===== src/rtl/tick_timer_pkg.sv =====
// Package: shared constants and types for the periodic tick timer.
// Assumes byte addressing with word-aligned register offsets.
package tick_timer_pkg;

    // Register byte offsets (fixed; decoded by neighbouring software)
    localparam int unsigned OFS_CTRL   = 32'h10;
    localparam int unsigned OFS_RELOAD = 32'h14;
    localparam int unsigned OFS_CUR    = 32'h18;
    localparam int unsigned OFS_CALIB  = 32'h1C;

    // Control/status bit positions
    localparam int unsigned BIT_EN     = 0;
    localparam int unsigned BIT_IRQEN  = 1;
    localparam int unsigned BIT_SRC    = 2;
    localparam int unsigned BIT_FLAG   = 16;

    typedef enum logic [2:0] {
        SEL_NONE,
        SEL_CTRL,
        SEL_RELOAD,
        SEL_CUR,
        SEL_CALIB
    } reg_sel_e;

    typedef struct packed {
        logic src;
        logic irq_en;
        logic en;
    } ctrl_t;

endpackage


===== src/rtl/tick_addr_decode.sv =====
// Module: maps a byte offset to a register select.
// Assumes only exact, word-aligned offsets hit a register; all others select none.
module tick_addr_decode
    import tick_timer_pkg::*;
#(
    parameter int ADDR_W = 12
) (
    input  logic [ADDR_W-1:0] addr,
    output reg_sel_e          sel
);

    // Exact compare against each register offset
    always_comb begin
        if (addr == ADDR_W'(OFS_CTRL))        sel = SEL_CTRL;
        else if (addr == ADDR_W'(OFS_RELOAD)) sel = SEL_RELOAD;
        else if (addr == ADDR_W'(OFS_CUR))    sel = SEL_CUR;
        else if (addr == ADDR_W'(OFS_CALIB))  sel = SEL_CALIB;
        else                                  sel = SEL_NONE;
    end

endmodule


===== src/rtl/tick_step_gen.sv =====
// Module: produces the counting step qualifier.
// Assumes the reference tick enable is already synchronous to clk.
module tick_step_gen (
    input  logic en,
    input  logic src_core,
    input  logic ref_tick_en,
    output logic step
);

    // A step happens each clock on the core source, else on reference ticks
    always_comb begin
        step = en && (src_core || ref_tick_en);
    end

endmodule


===== src/rtl/tick_down_counter.sv =====
// Module: down counter with reload at zero and a restart input.
// Assumes restart has priority over counting; expiry is the 1-to-0 step.
module tick_down_counter #(
    parameter int CNT_W = 24
) (
    input  logic             clk,
    input  logic             rst_n,
    input  logic             step,
    input  logic             restart,
    input  logic [CNT_W-1:0] reload_val,
    output logic [CNT_W-1:0] count,
    output logic             expire
);

    localparam logic [CNT_W-1:0] ONE = CNT_W'(1);

    logic [CNT_W-1:0] cnt_q;

    // Expiry: a real step moving the counter from one to zero
    always_comb begin
        expire = step && !restart && (cnt_q == ONE);
    end

    // Counter register: restart to zero, reload at zero, else decrement
    always_ff @(posedge clk) begin
        if (!rst_n) begin
            cnt_q <= '0;
        end else if (restart) begin
            cnt_q <= '0;
        end else if (step) begin
            if (cnt_q == '0) cnt_q <= reload_val;
            else             cnt_q <= cnt_q - ONE;
        end
    end

    assign count = cnt_q;

    // a restart leaves the counter at zero
    a_r9_restart_zero: assert property (@(posedge clk) disable iff (!rst_n)
        restart |=> (cnt_q == '0));

    // without a step or restart the count holds
    a_r4_hold_without_step: assert property (@(posedge clk) disable iff (!rst_n)
        (!step && !restart) |=> $stable(cnt_q));

    // an expiry always leaves the counter at zero
    a_r4_expire_to_zero: assert property (@(posedge clk) disable iff (!rst_n)
        expire |=> (cnt_q == '0));

endmodule


===== src/rtl/tick_ctrl_regs.sv =====
// Module: control bits, expiry flag, reload register, interrupt pulse and read mux.
// Assumes a combinational read; read side effects land on the clock edge of the access.
module tick_ctrl_regs
    import tick_timer_pkg::*;
#(
    parameter int DATA_W = 32,
    parameter int CNT_W  = 24
) (
    input  logic              clk,
    input  logic              rst_n,
    input  logic              valid,
    input  logic              we,
    input  reg_sel_e          sel,
    input  logic [DATA_W-1:0] wdata,
    input  logic [DATA_W-1:0] calib,
    input  logic [CNT_W-1:0]  count,
    input  logic              expire,
    output ctrl_t             ctrl,
    output logic [CNT_W-1:0]  reload_val,
    output logic              restart,
    output logic              irq,
    output logic [DATA_W-1:0] rdata
);

    logic ctrl_wr, reload_wr, ctrl_rd, rd;
    logic flag_q, irq_q;
    ctrl_t ctrl_q;
    logic [CNT_W-1:0] reload_q;
    logic [DATA_W-1:0] ctrl_word;
    logic unused_wdata;

    assign unused_wdata = ^wdata;

    // Access strobes per register
    always_comb begin
        rd        = valid && !we;
        ctrl_wr   = valid && we && (sel == SEL_CTRL);
        reload_wr = valid && we && (sel == SEL_RELOAD);
        restart   = valid && we && (sel == SEL_CUR);
        ctrl_rd   = rd && (sel == SEL_CTRL);
    end

    // Control bits: software write wins, else self-disable on zero reload
    always_ff @(posedge clk) begin
        if (!rst_n) begin
            ctrl_q <= '0;
        end else if (ctrl_wr) begin
            ctrl_q.en     <= wdata[BIT_EN];
            ctrl_q.irq_en <= wdata[BIT_IRQEN];
            ctrl_q.src    <= wdata[BIT_SRC];
        end else if (expire && (reload_q == '0)) begin
            ctrl_q.en <= 1'b0;
        end
    end

    // Reload register: keeps only the counter-width low bits
    always_ff @(posedge clk) begin
        if (!rst_n)         reload_q <= '0;
        else if (reload_wr) reload_q <= wdata[CNT_W-1:0];
    end

    // Expiry flag: set wins; cleared by control read or current-value write
    always_ff @(posedge clk) begin
        if (!rst_n)                 flag_q <= 1'b0;
        else if (expire)            flag_q <= 1'b1;
        else if (ctrl_rd || restart) flag_q <= 1'b0;
    end

    // Interrupt request: one cycle after an expiry with interrupts on
    always_ff @(posedge clk) begin
        if (!rst_n) irq_q <= 1'b0;
        else        irq_q <= expire && ctrl_q.irq_en;
    end

    // Control/status word assembly
    always_comb begin
        ctrl_word            = '0;
        ctrl_word[BIT_EN]    = ctrl_q.en;
        ctrl_word[BIT_IRQEN] = ctrl_q.irq_en;
        ctrl_word[BIT_SRC]   = ctrl_q.src;
        ctrl_word[BIT_FLAG]  = flag_q;
    end

    // Read data multiplexer; zero when no read is in progress
    always_comb begin
        rdata = '0;
        if (rd) begin
            case (sel)
                SEL_CTRL:   rdata = ctrl_word;
                SEL_RELOAD: rdata = DATA_W'(reload_q);
                SEL_CUR:    rdata = ctrl_q.en ? DATA_W'(count) : '0;
                SEL_CALIB:  rdata = calib;
                default:    rdata = '0;
            endcase
        end
    end

    assign ctrl       = ctrl_q;
    assign reload_val = reload_q;
    assign irq        = irq_q;

    // the interrupt request never lasts more than one cycle
    a_r7_irq_single: assert property (@(posedge clk) disable iff (!rst_n)
        irq_q |=> !irq_q);

    // an interrupt request is always accompanied by the set flag
    a_r6_flag_with_irq: assert property (@(posedge clk) disable iff (!rst_n)
        irq_q |-> flag_q);

    // zero reload at expiry turns the timer off
    a_r8_self_disable: assert property (@(posedge clk) disable iff (!rst_n)
        (expire && (reload_q == '0) && !ctrl_wr) |=> !ctrl_q.en);

    // the reload readback has its upper bits clear
    a_r3_reload_upper_zero: assert property (@(posedge clk) disable iff (!rst_n)
        (rd && (sel == SEL_RELOAD)) |-> (rdata[DATA_W-1:CNT_W] == '0));

    // current value reads zero while disabled
    a_r10_disabled_zero: assert property (@(posedge clk) disable iff (!rst_n)
        (rd && (sel == SEL_CUR) && !ctrl_q.en) |-> (rdata == '0));

    // a current-value write leaves the flag clear unless it is set again
    a_r9_flag_cleared: assert property (@(posedge clk) disable iff (!rst_n)
        restart |=> !flag_q);

endmodule


===== src/rtl/tick_timer.sv =====
// Module: top of the periodic tick timer; wires decode, step, counter and registers.
// Assumes CNT_W < DATA_W and a single-cycle register port with combinational reads.
module tick_timer
    import tick_timer_pkg::*;
#(
    parameter int ADDR_W = 12,
    parameter int DATA_W = 32,
    parameter int CNT_W  = 24
) (
    input  logic              clk,
    input  logic              rst_n,
    input  logic              ref_tick_en,
    input  logic              reg_valid,
    input  logic              reg_we,
    input  logic [ADDR_W-1:0] reg_addr,
    input  logic [DATA_W-1:0] reg_wdata,
    output logic [DATA_W-1:0] reg_rdata,
    input  logic [DATA_W-1:0] calib_word,
    output logic              tick_irq
);

    reg_sel_e         sel;
    ctrl_t            ctrl;
    logic             step, expire, restart;
    logic [CNT_W-1:0] count, reload_val;

    tick_addr_decode #(.ADDR_W(ADDR_W)) u_decode (
        .addr (reg_addr),
        .sel  (sel)
    );

    tick_step_gen u_step (
        .en          (ctrl.en),
        .src_core    (ctrl.src),
        .ref_tick_en (ref_tick_en),
        .step        (step)
    );

    tick_down_counter #(.CNT_W(CNT_W)) u_counter (
        .clk        (clk),
        .rst_n      (rst_n),
        .step       (step),
        .restart    (restart),
        .reload_val (reload_val),
        .count      (count),
        .expire     (expire)
    );

    tick_ctrl_regs #(.DATA_W(DATA_W), .CNT_W(CNT_W)) u_regs (
        .clk        (clk),
        .rst_n      (rst_n),
        .valid      (reg_valid),
        .we         (reg_we),
        .sel        (sel),
        .wdata      (reg_wdata),
        .calib      (calib_word),
        .count      (count),
        .expire     (expire),
        .ctrl       (ctrl),
        .reload_val (reload_val),
        .restart    (restart),
        .irq        (tick_irq),
        .rdata      (reg_rdata)
    );

    // with the reference source chosen, no step happens without a reference tick
    a_r5_ref_gate: assert property (@(posedge clk) disable iff (!rst_n)
        (!ctrl.src && !ref_tick_en) |-> !step);

endmodule


===== config.mk =====
export PLATFORM = sky130hd
export DESIGN_NAME = tick_timer
export DESIGN_NICKNAME = d
export VERILOG_FILES = /design/src/rtl/tick_timer_pkg.sv /design/src/rtl/tick_addr_decode.sv /design/src/rtl/tick_step_gen.sv /design/src/rtl/tick_down_counter.sv /design/src/rtl/tick_ctrl_regs.sv /design/src/rtl/tick_timer.sv
export SDC_FILE = /design/constraint.sdc
export NUM_CORES = 1
export LEC_CHECK = 0
export BUFFER_PORTS_ARGS = -buffer_cell sky130_fd_sc_hd__clkbuf_2
export CAP_MARGIN = 40
export CORE_AREA = 2 2 85 87
export CTS_CLUSTER_DIAMETER = 100
export CTS_CLUSTER_SIZE = 20
export DETAILED_ROUTE_END_ITERATION = 10
export DIE_AREA = 0 0 87 89
export GPL_TIMING_DRIVEN = 0
export PLACE_DENSITY = 0.78
export SLEW_MARGIN = 0
export SYNTH_ARGS = -nofsm -noshare
export SYNTH_HDL_FRONTEND = slang
export SYNTH_SLANG_ARGS = --single-unit

===== constraint.sdc =====
create_clock -name clk -period 7.73 [get_ports clk]
set_input_delay 0.773 -clock clk [delete_from_list [all_inputs] [get_ports clk]]
set_output_delay 0.773 -clock clk [all_outputs]
set_load 0.01 [all_outputs]

==> results.toml <==
[placement]
routabilityCongestion = 0.963
dp_hpwl_um = 9180
portBuffers = 105

[routing]
drc_errors = 0
wire_per_inst_um = 18.8
drt-total-wl_um = 12100
vias_per_cell = 6.25
vias = 4025
dr.pass1.iters = 6
drt-initial-drc-count = 351
final_antenna_net_count = 0

[die]
start_util_pct = 49.9
die_h_um = 89
dieArea_um2 = 7740
num_rows = 30
die_w_um = 87
core_um2 = 6720
pin_count = 114

[clock_tree]
cts_buffer_depth = 2
cts.root.buffer_cell = "clkbuf_8"
clock_latency_ns = 0.31
cts_resized = 0
clk_pin_slew_worst_paths_ns = 0.10
htreeDepth = 2
cts_tree = "done"
cts_setup_buffers = 0
cts_buffers = 5
clkSinkCount = 53
ctsHoldBuffers = 0

[synthesis]
synth_cell_type_count = 53
synth-edff-count = 0
yosysWarnings = 0
ys_seq_area_share_pct = 31.7
synth_cells = 450
synth_area_um2 = 3350
yosys_register_bits = 53
ys.flop_type = "dfxtp_1"
synth_area_per_cell_um2 = 7.45
synth_fp_nets = 534
async_flop_share_pct = 0

[final_layout]
layout_commonest_cell = "clkbuf_2"
layout.nets = 647
final_cell_mix = "clkbuf_2, nand2_1, dfxtp_1"
utilization_pct = 60.6
drive_gt1_share_pct = 22.9
diodes = 0
synthToLayoutAreaGrowth_pct = 21.5

[timing]
finalSetupTns_ns = 0
period_share_pct = 55.3
fmax_ghz = 0.234
hold_violations = 0
slew_headroom_pct = 37.6
grt_setup_unrepaired = "no"
maxSlewViolCount = 0
finalClockSkew_ns = 0.00495
setup_viol = 0
min_period_ns = 4.27
worst_pin_slew_ns = 0.928

[worst_setup_path]
arrival_ns = 3.50
crit_buf_inv = 4
cp_num_cells = 9
cp.required_ns = 6.96
worstRegToRegCells = 8
path_cells = "clkbuf_2 > nor4_1 > nand3_1 > nor2_1 > buf_4 > clkbuf_1 > a22oi_1 > a21oi_1 > clkbuf_2"
cp_slowest_cell = "nor2_1"
r2r-start = "u_counter.count[8]$_SDFFE_PP0P_"
path_max_fanout = 10
critPathMaxStageDelay_ns = 0.55
critical_path.top_delay_family = "simple AND/OR/NAND/NOR gates"
startpoint = "reg_addr[7]"
endpoint_kind = "output pin"
crit_top_cell = "clkbuf_2"
start_kind = "primary input"
worstSetupPathType = "primary input to output pin"

[global_route]
grt-ovfl-total = 0
grt_pass1_wl_um = 19000
grt_max_degree = 17
grt_pass1_vias = 3770
grt_use_total_pct = 31.7
antenna_found_initial = 0

[status]
status = "finished clean"

[run]
cap_violations = 0

[hold_path]
hold_path_class = "flip-flop to flip-flop"
hold_path.startpoint = "u_regs.flag_q$_SDFFE_PN0P_"
min_path_cells = 2

[power_and_ir_drop]
power_density_nw_per_um2 = 115
p_int_uw = 355
ir_drop_v = 0.0000807
p_comb_share_pct = 7.0
p_sw_share_pct = 24.2
pwr-share-seq_pct = 58.3
power.share.clock_pct = 34.7
cellLeakagePower_uw = 0.00159
power_switching_uw = 113
[registers in the layout, indices dropped and copies added, names as in the netlist]
| signal | flops |
|---|---|
| u_regs.ctrl | 3 |
| u_regs.flag_q | 1 |
| u_regs.irq | 1 |
| u_counter.count | 24 |
| u_regs.reload_val | 24 |
[power by group through the flow]
stage	Clock, uW	Combinational (uW)	Sequential [uW]
global route	173	35.6	273
floorplan	0	10.1	279
CTS	161	32.4	273
detailed placement	0	32.2	279
global placement	0	31.6	279
finish	162	33.0	273
[through the flow]
step	instances	setup slack, ns	cell area, um2	total power [uW]	hold slack [ns]
after floorplan	450	4.48	3350	289	0.456
after global placement	635	3.48	3980	311	0.472
after detailed placement	636	3.53	3990	311	0.475
after CTS	644	3.53	4070	466	0.497
after global routing	644	3.21	4070	482	0.527
final	644	3.46	4070	468	0.500
[routing by layer]
metal,GRT usage (%),part of all wire [%]
met5,0,0
met4,8.81,1.9
met3,5.63,9.9
met2,51.6,46
met1,43.2,43
[worst reg2reg max path: stages, from the launching register on]
cell and delay, ns:
dfxtp_1 0.32, buf_6 0.13, or4_4 0.53, buf_6 0.16, or4_4 0.48, buf_6 0.15
nor4_1 0.80, a311oi_1 0.26, o21a_1 0.25
[cell usage after synthesis, types with 9 or more instances]
cell type	instances	area, um2
a21boi_0	24	180
a21oi_1	29	145
a22oi_1	15	113
and3_1	9	56.3
clkbuf_1	28	105
dfxtp_1	53	1060
inv_1	10	37.5
mux2i_1	9	90.1
nand2_1	86	323
nand3_1	11	55.1
nor2_1	29	109
nor3_1	13	65.1
nor4_1	15	93.8
o21ai_0	10	50.1
or3_1	9	56.3
[cells by family (layout without fill, tap and decap cells)]
group,Yosys count,in the layout,share of synthesized area [%]
AO/OA/AOI/OAI,132,132,28.1
adder cells (fa/ha/maj),3,3,1.12
buffers and inverters,45,159,6.01
flip-flops,53,53,31.7
multiplexers,9,9,2.69
AND/OR/NAND/NOR,208,208,30.5
[worst paths after layout]
path | slack (ns) | to
max | 3.46 | reg_rdata[23]
min | 0.50 | u_regs.flag_q$_SDFFE_PN0P_
max reg2reg | 4.55 | u_regs.ctrl[0]$_SDFFE_PN0P_
min reg2reg | 0.50 | u_regs.flag_q$_SDFFE_PN0P_
[area by class of cell]
class / instances / area, um2
Sequential cell: 53 / 1060
Buffer: 35 / 164
Multi-Input combinational cell: 352 / 2090
Tap cell: 80 / 100
Fill cell: 659 / 2650
Clock inverter: 2 / 15.0
Clock buffer: 6 / 72.6
Inverter: 10 / 37.5
Timing Repair Buffer: 106 / 533
No activity file was read; power rests on OpenSTA's default activity.
